**src/rtl/pbw_pkg.sv**
```systemverilog
package pbw_pkg;

    localparam int LANES  = 4;
    localparam int DATA_W = 8 * LANES;

    typedef enum logic [1:0] {
        ST_IDLE = 2'd0,
        ST_WAIT = 2'd1,
        ST_ACK  = 2'd2
    } pbw_state_e;

    localparam logic [1:0] SZ_WORD = 2'b00;
    localparam logic [1:0] SZ_BYTE = 2'b01;
    localparam logic [1:0] SZ_HALF = 2'b10;

    // Big-endian lanes: offset 0 is the most significant byte (bit LANES-1).
    function automatic logic [LANES-1:0] lane_mask(input logic [1:0] size,
                                                   input logic [1:0] off);
        logic [LANES-1:0] m;
        unique case (size)
            SZ_BYTE: m = 4'b1000 >> off;
            SZ_HALF: m = off[1] ? 4'b0011 : 4'b1100;
            default: m = 4'b1111;
        endcase
        return m;
    endfunction

endpackage

```
**src/rtl/pbw_qual_latch.sv**
```systemverilog
module pbw_qual_latch
    import pbw_pkg::*;
#(
    parameter int ADDR_W = 32,
    parameter int KIND_W = 4
) (
    input  logic              clk,
    input  logic              rst_n,
    input  logic              capture,
    input  logic [ADDR_W-1:0] addr,
    input  logic              rd,
    input  logic [1:0]        size,
    input  logic [KIND_W-1:0] kind,
    output logic [ADDR_W-1:0] q_addr,
    output logic              q_rd,
    output logic [1:0]        q_size,
    output logic [KIND_W-1:0] q_kind,
    output logic [LANES-1:0]  q_be
);

    always_ff @(posedge clk) begin
        if (!rst_n) begin
            q_addr <= '0;
            q_rd   <= 1'b0;
            q_size <= SZ_WORD;
            q_kind <= '0;
        end else if (capture) begin
            q_addr <= addr;
            q_rd   <= rd;
            q_size <= size;
            q_kind <= kind;
        end
    end

    always_comb begin
        q_be = lane_mask(q_size, q_addr[1:0]);
    end


    be_byte_one_lane_chk: assert property (@(posedge clk) disable iff (!rst_n)
        (q_size == SZ_BYTE) |-> ($countones(q_be) == 1));


    be_half_two_lane_chk: assert property (@(posedge clk) disable iff (!rst_n)
        (q_size == SZ_HALF) |-> ($countones(q_be) == 2));

endmodule

```
**src/rtl/pbw_wait_timer.sv**
```systemverilog
module pbw_wait_timer #(
    parameter int CNT_W = 4
) (
    input  logic             clk,
    input  logic             rst_n,
    input  logic             load,
    input  logic [CNT_W-1:0] load_val,
    input  logic             run,
    output logic             last
);

    logic [CNT_W-1:0] cnt_q;

    always_ff @(posedge clk) begin
        if (!rst_n) begin
            cnt_q <= '0;
        end else if (load) begin
            cnt_q <= load_val;
        end else if (run && (cnt_q != '0)) begin
            cnt_q <= cnt_q - 1'b1;
        end
    end

    assign last = (cnt_q == {{(CNT_W-1){1'b0}}, 1'b1});


    timer_no_underflow_chk: assert property (@(posedge clk) disable iff (!rst_n)
        run |-> (cnt_q != '0));

endmodule

```
**src/rtl/pbw_fsm.sv**
```systemverilog
module pbw_fsm
    import pbw_pkg::*;
#(
    parameter int CNT_W = 4
) (
    input  logic             clk,
    input  logic             rst_n,
    input  logic             start_n,
    input  logic [CNT_W-1:0] wait_cfg,
    input  logic             timer_last,
    output pbw_state_e       state,
    output logic             accept,
    output logic             in_wait,
    output logic             in_ack,
    output logic             proto_err
);

    pbw_state_e state_q, state_d;
    logic       clash;

    always_ff @(posedge clk) begin
        if (!rst_n) begin
            state_q <= ST_IDLE;
        end else begin
            state_q <= state_d;
        end
    end

    always_comb begin
        state_d = state_q;
        unique case (state_q)
            ST_IDLE: if (!start_n) state_d = (wait_cfg == '0) ? ST_ACK : ST_WAIT;
            ST_WAIT: if (timer_last) state_d = ST_ACK;
            ST_ACK:  state_d = ST_IDLE;
            default: state_d = ST_IDLE;
        endcase
    end

    always_comb begin
        accept  = (state_q == ST_IDLE) && !start_n;
        clash   = (state_q != ST_IDLE) && !start_n;
        in_wait = (state_q == ST_WAIT);
        in_ack  = (state_q == ST_ACK);
        state   = state_q;
    end

    always_ff @(posedge clk) begin
        if (!rst_n) begin
            proto_err <= 1'b0;
        end else begin
            proto_err <= clash;
        end
    end


    zero_wait_ack_chk: assert property (@(posedge clk) disable iff (!rst_n)
        (state_q == ST_IDLE && !start_n && wait_cfg == '0) |=> (state_q == ST_ACK));


    proto_flag_chk: assert property (@(posedge clk) disable iff (!rst_n)
        (state_q != ST_IDLE && !start_n) |=> proto_err);


    busy_start_ignored_chk: assert property (@(posedge clk) disable iff (!rst_n)
        (state_q == ST_ACK) |=> (state_q == ST_IDLE));

endmodule

```
**src/rtl/pbus_wait_adapter.sv**
```systemverilog
module pbus_wait_adapter
    import pbw_pkg::*;
#(
    parameter int ADDR_W = 32,
    parameter int KIND_W = 4,
    parameter int WAIT_W = 4
) (
    input  logic              clk,
    input  logic              rst_n,
    input  logic              start_n,
    input  logic [ADDR_W-1:0] addr,
    input  logic              rd_wr_n,
    input  logic [1:0]        xfer_size,
    input  logic [KIND_W-1:0] addr_type,
    input  logic [WAIT_W-1:0] wait_cfg,
    input  logic [DATA_W-1:0] wdata_in,
    output logic [DATA_W-1:0] rdata_out,
    output logic              data_oe,
    output logic              ack_n,
    output logic              proto_err,
    output logic [ADDR_W-1:0] int_addr,
    output logic [KIND_W-1:0] int_kind,
    output logic [1:0]        int_size,
    output logic              int_read,
    output logic [LANES-1:0]  int_be,
    output logic              int_rd_en,
    output logic              int_wr_en,
    output logic [DATA_W-1:0] int_wdata,
    input  logic [DATA_W-1:0] int_rdata
);

    pbw_state_e state;
    logic       accept, in_wait, in_ack, timer_last;

    pbw_fsm #(.CNT_W(WAIT_W)) u_fsm (
        .clk        (clk),
        .rst_n      (rst_n),
        .start_n    (start_n),
        .wait_cfg   (wait_cfg),
        .timer_last (timer_last),
        .state      (state),
        .accept     (accept),
        .in_wait    (in_wait),
        .in_ack     (in_ack),
        .proto_err  (proto_err)
    );

    pbw_wait_timer #(.CNT_W(WAIT_W)) u_timer (
        .clk      (clk),
        .rst_n    (rst_n),
        .load     (accept),
        .load_val (wait_cfg),
        .run      (in_wait),
        .last     (timer_last)
    );

    pbw_qual_latch #(.ADDR_W(ADDR_W), .KIND_W(KIND_W)) u_qual (
        .clk     (clk),
        .rst_n   (rst_n),
        .capture (accept),
        .addr    (addr),
        .rd      (rd_wr_n),
        .size    (xfer_size),
        .kind    (addr_type),
        .q_addr  (int_addr),
        .q_rd    (int_read),
        .q_size  (int_size),
        .q_kind  (int_kind),
        .q_be    (int_be)
    );

    always_comb begin
        ack_n     = !in_ack;
        int_rd_en = in_ack && int_read;
        int_wr_en = in_ack && !int_read;
        int_wdata = wdata_in;
        data_oe   = int_rd_en;
        rdata_out = int_rd_en ? int_rdata : '0;
    end


    ack_single_chk: assert property (@(posedge clk) disable iff (!rst_n)
        !ack_n |=> ack_n);


    oe_read_ack_chk: assert property (@(posedge clk) disable iff (!rst_n)
        data_oe |-> (!ack_n && int_read));


    wr_en_ack_chk: assert property (@(posedge clk) disable iff (!rst_n)
        int_wr_en |-> (!ack_n && !data_oe && int_be != '0));


    qual_hold_chk: assert property (@(posedge clk) disable iff (!rst_n)
        (state == ST_WAIT) |=> $stable(int_addr));

endmodule

```
**config.mk**
```make
export PLATFORM = sky130hd
export DESIGN_NAME = pbus_wait_adapter
export DESIGN_NICKNAME = d
export VERILOG_FILES = /design/src/rtl/pbw_pkg.sv /design/src/rtl/pbw_qual_latch.sv /design/src/rtl/pbw_wait_timer.sv /design/src/rtl/pbw_fsm.sv /design/src/rtl/pbus_wait_adapter.sv
export SDC_FILE = /design/constraint.sdc
export NUM_CORES = 1
export LEC_CHECK = 0
export ABC_AREA = 1
export BUFFER_PORTS_ARGS = -buffer_cell sky130_fd_sc_hd__buf_2
export CAP_MARGIN = 20
export CORE_MARGIN = 5
export CORE_UTILIZATION = 34
export CTS_BUF_LIST = sky130_fd_sc_hd__clkbuf_8
export DETAILED_ROUTE_END_ITERATION = 10
export MAX_ROUTING_LAYER = met4
export PLACE_DENSITY_LB_ADDON = 0.2
export SLEW_MARGIN = 25
export SYNTH_ARGS = -nofsm -noshare
export SYNTH_HDL_FRONTEND = slang
export SYNTH_SLANG_ARGS = --single-unit
```
**constraint.sdc**
```tcl
create_clock -name clk -period 1.1 [get_ports clk]
set_input_delay 0.22 -clock clk [delete_from_list [all_inputs] [get_ports clk]]
set_output_delay 0.22 -clock clk [all_outputs]
set_load 0.05 [all_outputs]
```
==> metrics, run 1 <==
kind of critical path=flip-flop to output pin; Critical Path RT=880 ps; Post-Syn Area=2350 µm²; Cell Pwr Density=1270 nW/µm²; synth warn=0; CTS tree=done; CP arrival=~1300 ps; Comb pwr share=49.9%; most common cell after layout, fill and taps aside=buf_6; Horiz. Die Dim=93.2 µm; worst min path class=input port to flip-flop; sw power=~2.5 mW; Clock Latency Late Sink=310 ps; Internal=3.66 mW; Routed WL per cell=14.7 µm; RR Startpoint=u_fsm.state[0]; CTS Root Cell=clkbuf_8; Slew HR=around 85%; measured slew at the worst slew-check pin=230 ps; Yosys reg bits=46; final setup fails=88; most frequent cells in the layout=buf_6, buf_2, nor2_1; CTS Buf Count=5; min Tclk post-route=1520 ps; startpoint types=flip-flop; Fmax=658 MHz; Mean Syn Cell Area=between 6 and 7 µm²; Mapped Cells=349; Final period util=138%; final hold vios=0; Seq/Total Area, Yosys=39.2%; CTS clk-pin slew, worst paths=around 80 ps; status=complete, but fails checks; DIE AREA=around 8700 µm²; vias per cell=around 4.6; initial antenna violation count=0; Worst Setup End Kind=output pin; Ant. Diodes=0; Die Y=approximately 93 µm; synth-to-layout area growth=108%; drt initial violations=74; WL final=8730 µm; nets=around 630; clock skew=14.4 ps; Max Cap Viol=0; RSZ-0062 raised after global routing=yes; DRT antenna net count=0; H-tree depth=2; post-synth cell types=19; dpl hpwl=between 5000 and 6000 µm; Flop pwr share=32.9%; Sw Ratio=40.9%; fin area=between 4000 and 5000 µm²; GP Congestion=~0.83; Clk pwr share=17.1%; first-pass GRT wire length=~13000 µm; Pre-antenna DRT Iters=4; vias=between 2000 and 3000; GRT Overall Usage=19.7%; Setup crit start=u_fsm.state[0]; Cell Rows=30; CP Max Fanout=9; post-layout util=72.2%; Initial Util=34.8%; Yosys top cell area share=39.2%; IO Pins=222; Yosys top cell by area=dfxtp_1; largest cells by area after synthesis=dfxtp_1, nor2_1, buf_4; largest net degree at the start of global routing=31; DRC=0; CORE AREA=6760 µm²; R2R setup slack=-350 ps; area post-placement=3490 µm²; Max IR drop VDD=0.000858 V; CTS Sinks=46; total leakage power=around 2.3 nW; vias in the first global route=2770; gr ovfl total=0; clock tree buffer depth=2; worst hold start=start_n; violated checks=setup timing; Final WS setup=-419 ps; pins over their slew limit=0; I/O Buffers=157; share of layout cells above drive strength 1=69.6%; syn_nets=463
## worst max-delay path, cell delays in order, from the launching register on
cell	delay [ps]
dfxtp_2	330
inv_2	70
nand3_4	140
buf_12	200
nor2_2	90
buf_6	170
## synthesized netlist by cell type
cell      number
o21ai_0       41
clkbuf_2       1
dfxtp_1       46
buf_6          5
ha_1           4
a21oi_1        7
and3_1         1
buf_2          4
o211ai_1       1
nor3_1         2
nand2_2        1
inv_1         46
inv_2          1
nor2_2         1
nor2_1       115
nand3_1       13
buf_4         33
nand2_1       21
clkbuf_1       6
## cells by family (layout without fill, tap and decap cells)
logic type                 Yosys count  count (layout)  share of synthesized area [%]
AOI/OAI and AO/OA                   49              49                           10.5
and+or+nand+nor                    154             154                           25.7
DFF                                 46              46                           39.2
buffers and inverters               96             261                           22.5
adders and majority gates            4               4                           2.13
## path summary, 6_finish.rpt
kind,end,depth (start not counted)
min reg2reg,u_qual.q_kind[2],2
max reg2reg,u_qual.q_addr[11],8
max,rdata_out[28],5
min,u_fsm.proto_err,2
## registers in the layout (all words and copies together) (netlist names)
| register | cells |
|---|---|
| u_qual.q_addr | 32 |
| u_qual.q_kind | 4 |
| u_timer.cnt_q | 4 |
| u_fsm.state | 2 |
| u_qual.q_size | 2 |
| u_fsm.proto_err | 1 |
| u_qual.q_rd | 1 |
## metrics by stage
step / total power [mW] / std cells / setup slack [ps] / hold WS (ps) / TNS, ps
final: 6.19 / 594 / -419 / 119 / -28240
after detailed placement: 4.13 / 564 / -173 / 435 / -11270
after global placement: 4.10 / 564 / -170 / 435 / -10080
after CTS: 6.01 / 590 / -416 / 113 / -29450
after global routing: 6.50 / 594 / -505 / 123 / -33530
after floorplan: 3.81 / 349 / -310 / 299 / -9050
## power by group through the flow
stage	clock network, mW	logic, mW	registers, mW
2_1_floorplan	0	1.23	2.57
3_3_place_gp	0	2.09	2.01
3_5_place_dp	0	2.11	2.01
4_1_cts	1.08	2.94	2.00
5_1_grt	1.17	3.27	2.06
6_report	1.06	3.09	2.04
## routing by layer
metal  wire length [µm]  track usage (%)  vias up
li1                   -                -     1356
met1               3420             23.3     1232
met2               4680             33.4      110
met3                521             4.59       14
met4                107             6.23        0
met5                  0                -        -
## repair_timing
action,4_1_cts,5_1_grt
resized for setup,267,88
setup endpoints to repair,124,122
gates cloned,8,1
hold buffers,0,0
setup buffers,10,14
pin swaps,19,30
## final cells by class
type                    count  area, µm²
clock buffers               5       68.8
multi-input cells         207       1550
flip-flops and latches     46        961
well taps                  80        100
clock inverters             3       18.8
inverters                  47        203
repair buffers            206       1980
fillers                   514       1880
No activity file was read; power rests on OpenSTA's default activity.
==> run 2, diff against run 1 <==
--- a/config.mk
+++ b/config.mk
@@ -9,7 +9,7 @@
 export BUFFER_PORTS_ARGS = -buffer_cell sky130_fd_sc_hd__buf_2
 export CAP_MARGIN = 20
 export CORE_MARGIN = 5
-export CORE_UTILIZATION = 34
+export CORE_UTILIZATION = 38
 export CTS_BUF_LIST = sky130_fd_sc_hd__clkbuf_8
 export DETAILED_ROUTE_END_ITERATION = 10
 export MAX_ROUTING_LAYER = met4
==> constraint.sdc (replaced) <==
create_clock -name clk -period 1.5 [get_ports clk]
set_input_delay 0.3 -clock clk [delete_from_list [all_inputs] [get_ports clk]]
set_output_delay 0.3 -clock clk [all_outputs]
set_load 0.05 [all_outputs]
==> run 2 against run 1 <==
  * Largest power group unchanged
  * Routed wire length down 12%
  * Largest cell class is now multi-input combinational cells
  * Final cell count down 6.9%
  * The run still ends with setup timing left
  * Sequential power down 28%
==> metrics, run 2 (synthesized netlist as in run 1, its figures left out) <==
status=complete, but fails checks; violated checks=setup timing; worst min path class=input port to flip-flop; Slew HR=82.1% (-2.6 points); clock tree buffer depth=2 (unchanged); DRT antenna net count=0 (unchanged); most frequent cells in the layout=buf_2, nor2_1, o21ai_0; CTS tree=done; Ant. Diodes=0 (unchanged); initial antenna violation count=0 (unchanged); vias=2549 (-6.0%); min Tclk post-route=between 1500 and 2000 ps; clock skew=7.05 ps (-7.35 ps); gr ovfl total=0 (unchanged); Cell Rows=28 (-6.7%); GP Congestion=0.821 (-0.94%); pins over their slew limit=0 (unchanged); CORE AREA=5960 µm² (-12%); total leakage power=1.92 nW (-16%); Initial Util=39.5% (+4.7 points); CTS Sinks=46 (unchanged); DRC=0 (unchanged); first-pass GRT wire length=11500 µm (-14%); drt initial violations=133 (+80%); Cell Pwr Density=994 nW/µm² (-22%); Max Cap Viol=0 (unchanged); nets=591 (-5.7%); FF-to-FF path depth=6 (-2); Biggest register=u_qual.q_addr; synth-to-layout area growth=63.0%; CP arrival=1310 ps (about the same); CTS clk-pin slew, worst paths=80 ps (about the same); Final period util=108%; CP Max Fanout=10 (+1); Die Y=88.7 µm (-4.8%); kind of critical path=flip-flop to output pin; CTS Buf Count=5 (unchanged); Largest regs=u_qual.q_addr (32), u_qual.q_kind (4), u_timer.cnt_q (4); most common cell after layout, fill and taps aside=buf_2; H-tree depth=2 (unchanged); Worst Setup End Kind=output pin; Fmax=620 MHz; Fin Hold WS=213 ps (+94.2 ps); GR Layer Usage met2=33.5% (+0.11 points); I/O Buffers=157 (unchanged); Critical Path RT=1200 ps (+320 ps); Pre-antenna DRT Iters=4 (unchanged); GR Util met1=20.7% (-2.6 points); DIE AREA=7860 µm² (-9.4%); Clock Latency Late Sink=290 ps (-20 ps); measured slew at the worst slew-check pin=271 ps (+40.5 ps); met3 usage=5.03% (+0.44 points); vias in the first global route=2517 (-9.1%); Max IR drop VDD=0.000769 V (-10%); startpoint types=flip-flop; Horiz. Die Dim=88.7 µm (-4.8%); dpl hpwl=5490 µm (-0.50%); grt peak-use layer=met2; share of layout cells above drive strength 1=50.0% (-20 points); IO Pins=222 (unchanged); # hold bufs at CTS=0 (unchanged); GRT Overall Usage=19.1% (-0.64 points); CTS Root Cell=clkbuf_8; Final WS setup=-113 ps (+306 ps); final setup fails=38 (-57%); number of flip-flops in the largest register=32 (unchanged); DP Worst Slack=64.1 ps (+237 ps); Routed WL per cell=13.9 µm (-5.1%); WL final=7710 µm (-12%); largest net degree at the start of global routing=41 (+32%); RSZ-0062 raised after global routing=yes; hold path cells=2 (unchanged); vias per cell=4.61 (+0.96%); final hold vios=0 (unchanged)
run 2: changes by cell type in the layout (fill, tap and decap cells not counted), sizes merged:
cell / delta
clkinv: -2
clkbuf: +1
buf: -36
clkinvlp: +1
run 2: path summary, 6_finish.rpt:
check | startpoint | endpoint | slack [ps]
worst min register to register | u_qual.q_addr[17] | u_qual.q_addr[17] | 480
worst max-delay path | u_qual.q_rd | rdata_out[10] | -110
worst max register to register | u_fsm.state[0] | u_timer.cnt_q[0] | 170
worst min-delay path | start_n | u_fsm.proto_err | 210
run 2: through the flow:
stage | power, mW | instance area (µm²) | std cells | TNS (ps) | util, %
after floorplan | 2.76 | 2640 | 349 | -15.6 | -
after global routing | 4.03 | 3830 | 553 | -5620 | 64.3
after global placement | 2.85 | 3250 | 539 | 0 | 54.6
after detailed placement | 2.88 | 3250 | 539 | 0 | 54.6
final | 3.81 | 3830 | 553 | -3230 | 64.3
after CTS | 3.80 | 3720 | 550 | -3840 | 62.4
run 2: timing repair:
action | in CTS | in global routing
endpoints found under the setup margin | 40 | 44
gates cloned | 1 | 1
gates resized for setup | 102 | 19
buffers inserted | 2 | 2
pin swaps | 4 | 2
run 2: critical path: stages (launching register included):
cell	delay (ps)
dfxtp_4	380
nand3_4	160
buf_16	210
nor2_4	110
buf_6	160
run 2: power breakdown:
| part | total [mW] | leakage, nW | switching, mW | internal, mW |
|---|---|---|---|---|
| clock | 0.784 | 0.0472 | 0.413 | 0.371 |
| combinational | 1.56 | 1.49 | 1.07 | 0.497 |
| sequential | 1.46 | 0.384 | 0.0958 | 1.36 |
run 2: layer usage:
metal  vias to the layer above  wire [µm]  part of all wire [%]
li1                       1283          -                     -
met1                      1143       2850                    37
met2                       100       4150                    54
met3                        23        513                   6.7
met4                         0        189                   2.5
met5                         -          0                     0
run 2: area by class of cell:
type	instances	area [µm²]
multi-input cells	207	1260
repair buffers	170	1250
fillers	516	2120
clock buffers	6	82.6
flip-flops and latches	46	936
clock inverters	2	12.5
inverters	47	195
well taps	75	93.8
